## config.mk

```make
export PLATFORM = sky130hd
export DESIGN_NAME = vlc_decoder
export DESIGN_NICKNAME = d
export VERILOG_FILES = /design/src/rtl/vlc_pkg.sv /design/src/rtl/vlc_lookup.sv /design/src/rtl/vlc_window.sv /design/src/rtl/vlc_out_stage.sv /design/src/rtl/vlc_decoder.sv
export SDC_FILE = /design/constraint.sdc
export NUM_CORES = 1
export LEC_CHECK = 0
export ABC_AREA = 1
export ABC_CLOCK_PERIOD_IN_PS = 4600
export BUFFER_PORTS_ARGS = -buffer_cell sky130_fd_sc_hd__clkbuf_2
export CORE_ASPECT_RATIO = 1.75
export CORE_MARGIN = 10
export CORE_UTILIZATION = 56
export DETAILED_ROUTE_END_ITERATION = 8
export MAX_ROUTING_LAYER = met4
export PLACE_DENSITY = 0.78
export SYNTH_ARGS = -nofsm -noshare
export SYNTH_HDL_FRONTEND = slang
export SYNTH_SLANG_ARGS = --single-unit
```

## constraint.sdc

```tcl
create_clock -name clk -period 4.6 [get_ports clk]
set_clock_uncertainty 0.2 [all_clocks]
set_input_delay 0.46 -clock clk [delete_from_list [all_inputs] [get_ports clk]]
set_output_delay 0.46 -clock clk [all_outputs]
set_load 0.02 [all_outputs]
```

## src/rtl/vlc_pkg.sv

```systemverilog
package vlc_pkg;
  // Default geometry shared by the decoder modules.
  localparam int DEF_WIN_W   = 32;
  localparam int DEF_IN_W    = 16;
  localparam int DEF_MAX_LEN = 16;
  localparam int DEF_SYM_W   = 8;

  // Meaning of the symbol's top bit for the downstream expander.
  typedef enum logic {
    SYM_LITERAL  = 1'b0,
    SYM_ZERO_RUN = 1'b1
  } sym_kind_e;

  // Odd codebook entries carry zero-run counts, even ones literals.
  function automatic sym_kind_e kind_of_entry(input logic entry_lsb);
    return entry_lsb ? SYM_ZERO_RUN : SYM_LITERAL;
  endfunction
endpackage

```

## src/rtl/vlc_lookup.sv

```systemverilog
module vlc_lookup #(
  parameter int MAX_LEN = vlc_pkg::DEF_MAX_LEN,
  parameter int SYM_W   = vlc_pkg::DEF_SYM_W,
  parameter int LEN_W   = $clog2(MAX_LEN + 1),
  parameter int IDX_W   = $clog2(MAX_LEN)
) (
  input  logic [MAX_LEN-1:0] bits,
  output logic               hit,
  output logic [LEN_W-1:0]   len,
  output logic [SYM_W-1:0]   sym
);
  logic [IDX_W-1:0] idx;

  // Entry index = number of leading zeros before the first one bit.
  always_comb begin
    hit = 1'b0;
    idx = '0;
    for (int i = 0; i < MAX_LEN; i++) begin
      if (!hit && bits[MAX_LEN-1-i]) begin
        hit = 1'b1;
        idx = IDX_W'(i);
      end
    end
  end

  always_comb begin
    len                = LEN_W'(idx) + LEN_W'(1);
    sym                = '0;
    sym[IDX_W-1:0]     = idx;
    sym[SYM_W-1]       = vlc_pkg::kind_of_entry(idx[0]);
  end
endmodule

```

## src/rtl/vlc_window.sv

```systemverilog
module vlc_window #(
  parameter int WIN_W   = vlc_pkg::DEF_WIN_W,
  parameter int IN_W    = vlc_pkg::DEF_IN_W,
  parameter int MAX_LEN = vlc_pkg::DEF_MAX_LEN,
  parameter int LEN_W   = $clog2(MAX_LEN + 1),
  parameter int CNT_W   = $clog2(WIN_W + 1)
) (
  input  logic               clk,
  input  logic               rst,
  input  logic               consume,
  input  logic [LEN_W-1:0]   consume_len,
  input  logic               halt,
  input  logic               in_valid,
  input  logic [IN_W-1:0]    in_data,
  output logic               in_ready,
  output logic [MAX_LEN-1:0] head,
  output logic               have_code,
  output logic [CNT_W-1:0]   fill_o
);
  localparam int REFILL_AT = WIN_W - IN_W;

  logic [WIN_W-1:0] win_q, win_d, incoming;
  logic [CNT_W-1:0] fill_q, fill_d, used, rest;
  logic             accept;

  assign in_ready  = !halt && (fill_q <= CNT_W'(REFILL_AT));
  assign accept    = in_valid && in_ready;
  assign have_code = fill_q >= CNT_W'(MAX_LEN);
  assign head      = win_q[WIN_W-1 -: MAX_LEN];
  assign fill_o    = fill_q;

  // Window is MSB-aligned; unused low bits are kept at zero.
  always_comb begin
    used     = consume ? CNT_W'(consume_len) : '0;
    rest     = fill_q - used;
    incoming = (WIN_W'(in_data) << REFILL_AT) >> rest;
    win_d    = win_q << used;
    if (accept) win_d = win_d | incoming;
    fill_d   = rest + (accept ? CNT_W'(IN_W) : '0);
  end

  always_ff @(posedge clk) begin
    if (rst) begin
      win_q  <= '0;
      fill_q <= '0;
    end else begin
      win_q  <= win_d;
      fill_q <= fill_d;
    end
  end
endmodule

```

## src/rtl/vlc_out_stage.sv

```systemverilog
module vlc_out_stage #(
  parameter int SYM_W = vlc_pkg::DEF_SYM_W
) (
  input  logic             clk,
  input  logic             rst,
  input  logic             load,
  input  logic [SYM_W-1:0] load_sym,
  input  logic             out_ready,
  output logic             out_valid,
  output logic [SYM_W-1:0] out_sym,
  output logic             slot_free
);
  assign slot_free = !out_valid || out_ready;

  always_ff @(posedge clk) begin
    if (rst) begin
      out_valid <= 1'b0;
      out_sym   <= '0;
    end else if (load) begin
      out_valid <= 1'b1;
      out_sym   <= load_sym;
    end else if (out_ready) begin
      out_valid <= 1'b0;
    end
  end
endmodule

```

## src/rtl/vlc_decoder.sv

```systemverilog
module vlc_decoder #(
  parameter int WIN_W   = vlc_pkg::DEF_WIN_W,
  parameter int IN_W    = vlc_pkg::DEF_IN_W,
  parameter int MAX_LEN = vlc_pkg::DEF_MAX_LEN,
  parameter int SYM_W   = vlc_pkg::DEF_SYM_W
) (
  input  logic             clk,
  input  logic             rst,
  input  logic             in_valid,
  input  logic [IN_W-1:0]  in_data,
  output logic             in_ready,
  output logic             out_valid,
  output logic [SYM_W-1:0] out_sym,
  input  logic             out_ready,
  output logic             err
);
  localparam int LEN_W = $clog2(MAX_LEN + 1);
  localparam int CNT_W = $clog2(WIN_W + 1);

  logic [MAX_LEN-1:0] head;
  logic               have_code, hit, slot_free, fire, bad, err_q;
  logic [LEN_W-1:0]   len;
  logic [SYM_W-1:0]   sym;
  logic [CNT_W-1:0]   fill;

  vlc_window #(.WIN_W(WIN_W), .IN_W(IN_W), .MAX_LEN(MAX_LEN)) u_window (
    .clk(clk), .rst(rst), .consume(fire), .consume_len(len), .halt(err_q),
    .in_valid(in_valid), .in_data(in_data), .in_ready(in_ready),
    .head(head), .have_code(have_code), .fill_o(fill)
  );

  vlc_lookup #(.MAX_LEN(MAX_LEN), .SYM_W(SYM_W)) u_lookup (
    .bits(head), .hit(hit), .len(len), .sym(sym)
  );

  vlc_out_stage #(.SYM_W(SYM_W)) u_out (
    .clk(clk), .rst(rst), .load(fire), .load_sym(sym), .out_ready(out_ready),
    .out_valid(out_valid), .out_sym(out_sym), .slot_free(slot_free)
  );

  // Decode only with a full code's worth of bits, a free slot and no error.
  assign fire = have_code && !err_q && hit && slot_free;
  assign bad  = have_code && !err_q && !hit;
  assign err  = err_q;

  always_ff @(posedge clk) begin
    if (rst)      err_q <= 1'b0;
    else if (bad) err_q <= 1'b1;
  end
endmodule

```

**Word-level counts from Yosys, hierarchy flattened**

Cells that the tools add are included.

- Word-level logic and storage cells: 91
- Output and inout port bits: 11
- Register bits after elaboration: 45
- Bits of input ports: 20

- Reduce and logical (&&, ||, !) cells: 41
- Muxes and demuxes: 37
- Shift operators: 2
- Add/subtract/negate cells: 3
- $lt $le $gt $ge: 2
- Bitwise gates (word level): 1

Operators with widths:

| kind | count |
|---|---|
| 32-bit 2-to-1 mux | 1 |
| 4-bit 2-to-1 mux | 8 |
| 32-bit bitwise OR | 1 |
| 32-bit by 6-bit << shifter with 32-bit output | 1 |
| 32-bit by 6-bit >> shifter with 32-bit output | 1 |
| 1-bit logical AND | 21 |
| 1-bit 2-to-1 mux | 20 |
| 1-bit zero test | 18 |
| 3-bit 2-to-1 mux | 4 |
| 5-bit 2-to-1 mux | 2 |
| 6-bit adder | 1 |
| 6-bit by 5-bit greater-or-equal comparator with 1-bit output (second input constant) | 1 |
| 6-bit by 5-bit less-or-equal comparator with 1-bit output (second input constant) | 1 |
| 6-bit subtractor | 1 |
| 4-bit by 1-bit adder with 5-bit output (second input constant) | 1 |
| 2-bit 2-to-1 mux | 2 |
| 2-bit nonzero test | 1 |
| 1-bit logical OR | 1 |

**Logic depth before layout (Yosys ltp)**

Gate-level depths: netlist of the first run.

- Depth after elaboration: 53
- Depth in mapped cells: 31
- Depth with buffers taken out: 28

**Modules after synthesis**

Synthesis of the first run repeated with hierarchy kept, for this count alone.

- Cells, all modules: 953
- Area, all modules: 5282.6 µm²

Modules (own cells, without submodules):

| module | seq. area each (µm²) | times used | area an instance (µm²) | cells each |
|---|---|---|---|---|
| vlc_window | 760.7 | 1 | 4556.9 | 839 |
| vlc_lookup | 0.0 | 1 | 367.9 | 69 |
| vlc_out_stage | 180.2 | 1 | 304.0 | 38 |
| vlc_decoder | 20.0 | 1 | 53.8 | 7 |

**Worst setup path before layout of the first run**

No wires, ideal clock.

- Path kind: reg2reg
- Start point: register u_window.win_q[29]
- End point: register u_window.win_q[3]
- Setup slack: 0.099 ns
- Setup time: 0.070 ns
- Data arrival time: 4.231 ns
- Buffers on the path: 4
- Stages on the path, launching flop included: 29
- Period minus slack after synthesis: 4.501 ns
- Data required time: 4.330 ns
- Path through: dfxtp_1 > nor2_2 > nand2_2 > nor2_4 > nand4_2 > nor2_4 > nand4_4 > nor2_4 > nand4_2 > nand2_2 > buf_2 > ha_1 > inv_1 > nor2_2 > clkbuf_1 > fa_1 > clkbuf_1 > inv_1 > clkbuf_1 > nand2_1 > o21ai_0 > nand2_1 > o21ai_0 > nand2_1 > o21ai_0 > inv_1 > o22ai_1 > nand2_1 > a21oi_1

- Elaborated cells on any way between the ends: 64
- Those cells by class: add/sub (2); shift (2); mux (30); bitwise (1); reduce/logical (29)

RTL lines:

| item | line | source |
|---|---|---|
| start: declaration | vlc_window.sv:22 | `logic [WIN_W-1:0] win_q, win_d, incoming;` |
| start signal: assignment | vlc_window.sv:47 | `win_q <= win_d;` |
| 1-bit logical AND * | vlc_lookup.sv:19 | `if (!hit && bits[MAX_LEN-1-i]) begin` |
| 1-bit 2-to-1 mux | vlc_lookup.sv:19 |  |
| 1-bit zero test | vlc_lookup.sv:19 |  |
| 1-bit logical AND | vlc_lookup.sv:19 |  |
| 1-bit 2-to-1 mux | vlc_lookup.sv:19 |  |
| 1-bit zero test | vlc_lookup.sv:19 |  |
| 1-bit logical AND | vlc_lookup.sv:19 |  |
| 1-bit 2-to-1 mux | vlc_lookup.sv:19 |  |
| [... 32 more ...] | n/a |  |
| 4-bit 2-to-1 mux * | vlc_lookup.sv:19 |  |
| net sym[0] | vlc_decoder.sv:23 | `logic [SYM_W-1:0] sym;` |
| 4-bit by 1-bit adder with 5-bit output * | vlc_lookup.sv:27 | `len = LEN_W'(idx) + LEN_W'(1);` |
| 5-bit 2-to-1 mux * | vlc_window.sv:34 | `used = consume ? CNT_W'(consume_len) : '0;` |
| 6-bit subtractor | vlc_window.sv:35 | `rest = fill_q - used;` |
| 32-bit by 6-bit >> shifter with 32-bit output | vlc_window.sv:36 | `incoming = (WIN_W'(in_data) << REFILL_AT) >> rest;` |
| 32-bit bitwise OR | vlc_window.sv:38 | `if (accept) win_d = win_d \| incoming;` |
| 32-bit 2-to-1 mux * | vlc_window.sv:38 |  |

Mark *: on every way through the listed nets, which the timed path passes. The rest lies on a longest branch.
A chain may end at the register's enable or synchronous reset.

**Worst setup path in the final report of the first run**

- Start point: register u_window.win_q[29]
- End point: register u_window.win_q[18]

- Word-level cells in the longest chain between the ends: 48
- Elaborated cells on any way between the ends: 64
- Those cells by class: add/sub (2); shift (2); mux (30); bitwise (1); reduce/logical (29)

RTL lines:

| item | line |
|---|---|
| branches (longest 47 deep; another with 1-bit logical AND) | n/a |
| 32-bit 2-to-1 mux * | vlc_window.sv:38 |

Every way passes the cells marked *.

==> results of run 1 <==
## state kept, by name, indices dropped and copies added (netlist names)
register	cells
u_window.fill_o	6
err	1
u_window.win_q	32
u_out.out_valid	1
u_out.out_sym	4
## placed cells by master (no fill, tap or decap), types with 2 or more instances in the layout
master and count:
inv_2 10, dfxtp_1 43, a21oi_1 40, clkbuf_2 27, nand2_2 8, or2_2 2
clkinv_2 2, clkbuf_16 5, nand3_1 186, ha_1 5, o22ai_1 3, buf_4 26
inv_1 64, o21ai_0 79, o21ai_1 12, o211ai_1 8, nand2_1 205, a21oi_2 2
clkinvlp_4 4, nor2_2 7, conb_1 3, nor3_1 6, nand4_4 2, nor2_1 41
nor2_4 5, mux2i_1 5, nand4_1 5, a31oi_1 3
## cells by family after synthesis
family | share of synthesized area, %
buffers and inverters | 12.6
AOI/OAI and AO/OA | 17.4
muxes | 1.08
and+or+nand+nor | 47.0
DFF | 18.9
adders and majority gates | 2.31
other | 0.0806
xor gates and xnor gates | 0.565
## final cells by class
| type | count | area (µm²) | area share [%] |
|---|---|---|---|
| flip-flops and latches | 44 | 882 | 17.5 |
| well taps | 92 | 115 | 2.28 |
| multi-input cells | 647 | 3250 | 64.2 |
| repair buffers | 54 | 350 | 6.93 |
| clock buffers | 6 | 139 | 2.75 |
| clock inverters | 2 | 15.0 | 0.297 |
| inverters | 79 | 307 | 6.06 |
## routing by layer
layer | vias up | part of all wire, % | track usage [%]
li1 | 2761 | - | -
met1 | 2595 | 35 | 25.9
met2 | 288 | 52 | 44.9
met3 | 85 | 5.2 | 2.65
met4 | 0 | 7.7 | 18.6
met5 | - | 0 | -
## through the flow
stage               utilization [%]  hold slack (ps)  std cells  setup slack (ps)
detailed placement             57.9              269        906               109
CTS                            59.8              263        914              53.4
floorplan                         -              340        823              98.8
finish                         61.6              259        924               204
global placement               57.9              268        906               243
global route                   61.6              303        924             -45.6
## final timing paths
check,start,endpoint,depth (start not counted)
min reg2reg,u_out.out_sym[1]$_SDFFE_PP0N_,u_out.out_sym[1]$_SDFFE_PP0N_,2
max,u_window.win_q[29]$_SDFF_PP0_,u_window.win_q[18]$_SDFF_PP0_,27
max reg2reg,u_window.win_q[29]$_SDFF_PP0_,u_window.win_q[18]$_SDFF_PP0_,27
min,out_ready,u_out.out_valid$_SDFFE_PP0P_,4
## critical path, cell delays in order (launching register included)
cell and delay [ps]:
dfxtp_1 390, nor2_2 70, nand2_2 100, nor2_4 60, buf_4 140, nand4_1 60
o211ai_1 100, a21oi_1 130, o21ai_0 90, nor2_1 160, nand2_2 110, ha_1 220
nand2_1 160, nand2_1 90, nor2_2 130, inv_2 70, ha_2 380, nand3b_1 90
and2_4 170, or2_2 260, nand2_1 130, clkinvlp_4 130, buf_12 160, o21ai_1 180
nand2_1 70, nand2_1 60, inv_1 40, a21oi_1 320
## what timing repair did
action	in CTS	in global routing
hold buffers	0	0
gates resized for setup	0	19
buffers inserted	0	10
endpoints found under the setup margin	0	32
==> metrics, run 1 <==
Worst setup SP type=flop; CTS Root Cell=clkbuf_16; status=complete, no violations; initial antenna violation count=0; # IOs=31; CTS tree=built; CP required=4560 ps; most frequent cells after synthesis=nand2_1, nand3_1, o21ai_0, inv_1, dfxtp_1; diodes inserted=0; post-synth top area cell=nand3_1; wire per inst=around 17 µm; drt total wl=around 16 mm; Final period util=between 90 and 100%; Max-Cap Viols=0; H-tree Lvls=2; post-route cell area=a little over 5000 µm²; DRT iter0 DRCs=around 610; synth warn=0; Sink Count=44; Post-DRT Antenna Nets=0; Residual DRC=0; detail-routed via count per cell=~6.2; pin count of the biggest net entering global routing=38; Synth top area share=20.0%; drt pass-1 iters=5; vias=5,729; port bufs=27; post-detail-place hpwl=about 12 mm; HP Class=in -> reg; synth top area cells=nand3_1, dfxtp_1, nand2_1; Distinct cells, synth=47; die area=12,500 µm²; Slew HR=51.1%; Fill cells=820; Synth async-reset ratio=0%; Core Area=8200 µm²; sequential share of the synthesized area=around a fifth; Core Rows=44; Placed Area=around 4800 µm²; final hold violations=0; Die Wd=88.9 µm; Slew @ Worst Pin=about 730 ps; top_reg_cell synth=dfxtp_1; post-synthesis cell count=slightly above 800; flops & latches, synth=44; # setup viols final=0; max frequency=about 0.23 GHz; Starting Density=a little under three fifths; final slew viol count=0; top-count cell post-synth=nand2_1; Post-synth EDFFs=0; Post-Syn Area=about 4700 µm²; Reg2Reg Setup Slack=between 200 and 250 ps; Worst Path Arrival=roughly 4400 ps; nets=approximately 860; overall global routing resource usage=25.9%; GRT Residual Overflow=0; WS Path Type=reg -> reg; first-pass GRT wire length=~26 mm; vias in the first global route=between 5,000 and 6,000; CTS max path bufs=2; Tmin final=roughly 4400 ps; Syn Area/Cell=5.67 µm²; crit-path max FO=17; layout cells sized above 1=between 10 and 15%; DIE HEIGHT=about 140 µm; latest clock arrival within the worst-skew pair=about 300 ps; setup tns final=0 ps; RD Place Congestion=~0.99; Clock transition at path regs=roughly 70 ps; CTS buffer count=5; kind of end point of the critical path=flop; area added between synthesis and finish=8.60%
Power of run 1 is not shown: default switching activity piles up to over one toggle a cycle in this logic, so the estimate is an artifact.
==> run 2: changes to the inputs <==
--- a/config.mk
+++ b/config.mk
@@ -10,10 +10,12 @@
 export BUFFER_PORTS_ARGS = -buffer_cell sky130_fd_sc_hd__clkbuf_2
 export CORE_ASPECT_RATIO = 1.75
 export CORE_MARGIN = 10
-export CORE_UTILIZATION = 56
+export CORE_UTILIZATION = 58
+export CTS_BUF_LIST = sky130_fd_sc_hd__clkbuf_4
 export DETAILED_ROUTE_END_ITERATION = 8
 export MAX_ROUTING_LAYER = met4
-export PLACE_DENSITY = 0.78
+export PLACE_DENSITY = 0.8
+export RECOVER_POWER = 25
 export SYNTH_ARGS = -nofsm -noshare
 export SYNTH_HDL_FRONTEND = slang
 export SYNTH_SLANG_ARGS = --single-unit
==> run 2 against run 1 <==
Compared with the run above:
- cell count decreased by 0.54%
- hold slack got worse by 110 ps
- core utilization increased by 0.99 points
- sequential share of layout area increased by 0.46 points
- critical path depth decreased by 8
- register-to-register slack improved by 90 ps
- routed wire length increased by 2.7%
- sequential cell count unchanged
- via count about the same
- global-route usage increased by 1.0 points
- setup slack improved by 94 ps
- non-clock buffer count decreased by 3
- critical path type unchanged
==> metrics, run 2 (synthesis gave the netlist of run 1 again) <==
Min-Delay Endpoint=u_out.out_valid$_SDFFE_PP0P_; RD Place Congestion=between 1 and 1.5; latest clock arrival within the worst-skew pair=400 ps; commonest non-fill, non-tap cell in the layout=nand2_1; CP cell instances=nor2_2, nand2_2, nor2_4, nand4_2, nor2_4, nand4_4, nor2_4, nand4_1, nand3_2, nor2_2, ha_1, fa_1, buf_4, mux2i_1, o21ai_0, o21ai_0, nor2_1, a31oi_1, a21oi_2; overall global routing resource usage=between 20% and 30%; CP max-delay cell=fa_1; path depth of the worst reg2reg path=19; H-tree Lvls=2; nets=between 800 and 900; port bufs=27; Die Wd=~88 µm; die area=12,100 µm²; Fill cells=a little over 800; CTS max path bufs=2; Tmin final=roughly 4300 ps; Hold Path Origin=out_ready; Worst setup SP type=flop; worst reg2reg path endpoint=u_window.win_q[22]$_SDFF_PP0_; detail-routed via count per cell=approximately 6.2; first-pass GRT wire length=25.8 mm; critical path's largest stage delay=between 500 and 600 ps; Clock transition at path regs=~150 ps; Critical path buffers and inverters=1; Worst path depth=19; Sink Count=44; Core Rows=between 40 and 50; RSZ-0062 raised after global routing=true; Starting Density=59.3%; post-route cell area=between 4000 and 5000 µm²; Max-Cap Viols=0; final slew viol count=0; final hold violations=0; CP top delay family=simple AND/OR/NAND/NOR gates; CTS buffer count=5; Slew @ Worst Pin=around 800 ps; Placed Area=4770 µm²; DRT iter0 DRCs=approximately 640; DIE HEIGHT=between 100 and 150 µm; layout cells sized above 1=11.9%; drt pass-1 iters=7; Worst Path Arrival=roughly 4400 ps; post-detail-place hpwl=roughly 12 mm; vias=around 5,700; Slew HR=about 46%; Top reg by flops=u_window.win_q; Most Frequent Cell on Critical Path=nor2_4; Worst Hold Depth=4; wire per inst=around 18 µm; pin count of the biggest net entering global routing=38; CTS Root Cell=clkbuf_4; kind of end point of the critical path=flop; area added between synthesis and finish=5.67%; max reg flops=32; Worst R2R Start=u_window.win_q[29]$_SDFF_PP0_; CTS tree=built; max frequency=0.232 GHz; # IOs=31; vias in the first global route=~5,500; WS Path Type=reg -> reg; Residual DRC=0; crit-path max FO=17; initial antenna violation count=0; commonest cells after routing, fill and taps aside=nand2_1, nand3_1, o21ai_0; # setup viols final=0; drt total wl=16.3 mm; GRT Residual Overflow=0; Final period util=between 90 and 100%; CP required=about 4700 ps; Post-DRT Antenna Nets=0; diodes inserted=0; status=complete, no violations; Core Area=between 7000 and 8000 µm²; HP Class=in -> reg; Reg2Reg Setup Slack=about 300 ps
-- run 2: changes by cell type in the layout (fill, tap and decap cells not counted), sizes merged --
cell,delta
clkinvlp,-2
buf,-4
inv,+2
bufinv,+1
-- run 2: per-stage QoR --
stage | instances | setup TNS, ps | util [%] | hold WS [ps] | setup WS (ps)
2_1_floorplan | 823 | 0 | - | 340 | 98.8
3_3_place_gp | 907 | 0 | 60.8 | 258 | 399
3_5_place_dp | 907 | 0 | 60.8 | 260 | 282
4_1_cts | 915 | 0 | 61.8 | 144 | 215
5_1_grt | 919 | -9.10 | 62.6 | 140 | -6.67
6_report | 919 | 0 | 62.6 | 149 | 298
-- run 2: final cells by class --
cell class / instances / area, µm² / share of cell area, %
clock buffers: 5 / 37.5 / 0.763
clock inverters: 3 / 46.3 / 0.941
inverters: 79 / 303 / 6.16
multi-input cells: 647 / 3220 / 65.5
flip-flops and latches: 44 / 881 / 17.9
well taps: 90 / 113 / 2.29
repair buffers: 51 / 319 / 6.49
-- run 2: metal layers --
| layer | vias to the layer above | share of wire (%) | global-route usage (%) |
|---|---|---|---|
| li1 | 2763 | - | - |
| met1 | 2560 | 34 | 25.9 |
| met2 | 306 | 51 | 44.3 |
| met3 | 99 | 5.7 | 4.76 |
| met4 | 0 | 8.7 | 23.2 |
| met5 | - | 0 | - |
-- run 2: how the worst max path moves through the flow --
stage,slack [ps],end,start
2_1_floorplan,100,u_window.win_q[3]$_SDFF_PP0_,u_window.win_q[29]$_SDFF_PP0_
3_3_place_gp,400,u_window.win_q[1]$_SDFF_PP0_,u_window.win_q[29]$_SDFF_PP0_
3_5_place_dp,280,u_window.win_q[4]$_SDFF_PP0_,u_window.win_q[29]$_SDFF_PP0_
4_1_cts,220,u_window.win_q[1]$_SDFF_PP0_,u_window.win_q[29]$_SDFF_PP0_
5_1_grt,-7,u_window.win_q[17]$_SDFF_PP0_,u_window.win_q[29]$_SDFF_PP0_
6_report,300,u_window.win_q[22]$_SDFF_PP0_,u_window.win_q[29]$_SDFF_PP0_
-- run 2: worst register-to-register path, cell delays in order (launching register included) --
cell and delay (ps):
dfxtp_1 370, nor2_2 160, nand2_2 90, nor2_4 120
nand4_2 120, nor2_4 190, nand4_4 120, nor2_4 130
nand4_1 170, nand3_2 210, nor2_2 70, ha_1 210
fa_1 560, buf_4 240, mux2i_1 310, o21ai_0 140
o21ai_0 260, nor2_1 90, a31oi_1 230, a21oi_2 140
-- run 2: timing repair --
item | 4_1_cts | 5_1_grt
gates resized for setup | 0 | 12
hold buffers | 0 | 0
setup endpoints to repair | 0 | 14
setup buffers | 0 | 4
Power of run 2 is left out for the same reason.
==> run 3: changes to the inputs <==
--- a/config.mk
+++ b/config.mk
@@ -8,7 +8,7 @@
 export ABC_AREA = 1
 export ABC_CLOCK_PERIOD_IN_PS = 4600
 export BUFFER_PORTS_ARGS = -buffer_cell sky130_fd_sc_hd__clkbuf_2
-export CORE_ASPECT_RATIO = 1.75
+export CORE_ASPECT_RATIO = 1.25
 export CORE_MARGIN = 10
 export CORE_UTILIZATION = 58
 export CTS_BUF_LIST = sky130_fd_sc_hd__clkbuf_4
==> run 3 against run 2 <==
Compared with the run above:
- die area fell by 0.98%
- core utilization rose by 1.5 points
- largest cell class unchanged
- critical path depth rose by 9
- highest routed layer unchanged
- via count is 1.2% higher
- first-iteration DRC count down 20%
- maximum frequency about the same
- count of clock-buffer cells in the layout unchanged
- final area up 1.6%
- cell count is 1.7% higher
- global-route usage down 1.2 points
- routed wire length fell by 1.8%
- sequential cell count did not move
==> metrics, run 3 (synthesis gave the netlist of run 1 again) <==
global routing met3 resource utilization=between 2 and 3%; CTS buffer count=5; vias=5,799; Die Wd=~100 µm; overall global routing resource usage=between 20% and 30%; Top reg by flops=u_window.win_q; drt total wl=roughly 16 mm; FF/Latch Area=882 µm²; final slew viol count=0; Finished Layout Cells=around 940; critical path's largest stage delay=360 ps; DIE HEIGHT=around 120 µm; crit-path max FO=6; latest clock arrival within the worst-skew pair=around 380 ps; GR Layer Usage met2=a little over two fifths; Starting Density=between 50% and 60%; Clock transition at path regs=about 140 ps; layout cells sized above 1=roughly an eighth; Reg2Reg Setup Slack=roughly 300 ps; Core Area=about 7800 µm²; max frequency=between 0.2 and 0.25 GHz; RD Place Congestion=between 0.9 and 1; multi-input logic area=roughly 3200 µm²; status=complete, no violations; drt pass-1 iters=6; commonest non-fill, non-tap cell in the layout=nand2_1; Core Rows=36; port bufs=27; Slew HR=between 50% and 60%; # setup viols final=0; # IOs=31; vias in the first global route=5,242; setup tns final=0 ps; final hold violations=0; Final period util=93.5%; CTS Root Cell=clkbuf_4; pin count of the biggest net entering global routing=38; GR peak layer=met2; Fill cells=between 800 and 900; first-pass GRT wire length=25.3 mm; GRT Residual Overflow=0; met1 Track Usage GR=29.6%; Max-Cap Viols=0; DRT iter0 DRCs=513; CP max-delay cell=dfxtp_2; initial antenna violation count=1; Worst Path Arrival=around 4400 ps; commonest cells after routing, fill and taps aside=nand2_1, nand3_1, o21ai_0; Residual DRC=0; post-detail-place hpwl=roughly 12 mm; Post-DRT Antenna Nets=0; H-tree Lvls=2; max reg flops=32; nets=roughly 870; cts hold-fix bufs=0; CTS tree=built; CP required=4700 ps; CTS max path bufs=2; Worst setup SP type=flop; detail-routed via count per cell=6.20; HP Class=in -> reg; die area=between 10,000 and 15,000 µm²; WS Path Type=reg -> reg; Tmin final=~4300 ps; area added between synthesis and finish=7.34%; Slew @ Worst Pin=729 ps; dpl cells=910; kind of end point of the critical path=flop; Sink Count=44; wire per inst=between 15 and 20 µm
==> run 3: critical path, delay by kind of cell, from the launching register on <==
kind / cells / cell delay [ps]
DFF: 1 / 360
buffers and inverters: 8 / 790
adders and majority gates: 2 / 430
AOI/OAI and AO/OA: 4 / 560
and+or+nand+nor: 14 / 1880
==> run 3: layout make-up <==
type | count | area share (%)
inverters | 79 | 6.21
flip-flops and latches | 44 | 17.7
diodes | 1 | 0.0501
multi-input cells | 647 | 65.0
clock buffers | 5 | 0.751
repair buffers | 60 | 7.41
well taps | 95 | 2.38
clock inverters | 2 | 0.250
repair inverters | 2 | 0.301
==> run 3: metal layers <==
layer | wire length [µm] | vias up
met2 | 7920 | 309
met1 | 6060 | 2636
met4 | 817 | 0
met5 | 0 | -
met3 | 1190 | 71
li1 | - | 2783
==> run 3: final timing paths <==
path	startpoint	end	cells after the start
max reg2reg	u_window.win_q[29]$_SDFF_PP0_	u_window.win_q[17]$_SDFF_PP0_	28
min	out_ready	u_out.out_valid$_SDFFE_PP0P_	4
min reg2reg	u_out.out_sym[3]$_SDFFE_PP0N_	u_out.out_sym[3]$_SDFFE_PP0N_	2
max	u_window.win_q[29]$_SDFF_PP0_	u_window.win_q[17]$_SDFF_PP0_	28
==> run 3: repair_timing <==
action / in CTS / in global routing
resized for setup: 0 / 24
setup endpoints to repair: 0 / 25
buffers inserted: 0 / 15
==> run 3: metrics by stage <==
stage          setup WS [ps]  hold slack (ps)  utilization (%)  cell area (µm²)
2_1_floorplan           98.8              340                -             4660
3_3_place_gp             444              264             61.1             4760
3_5_place_dp             289              265             61.1             4760
4_1_cts                  257              191             61.8             4810
5_1_grt                -8.86              227             64.1             5000
6_report                 299              187             64.1             5000
Power of run 3 is left out for the same reason.
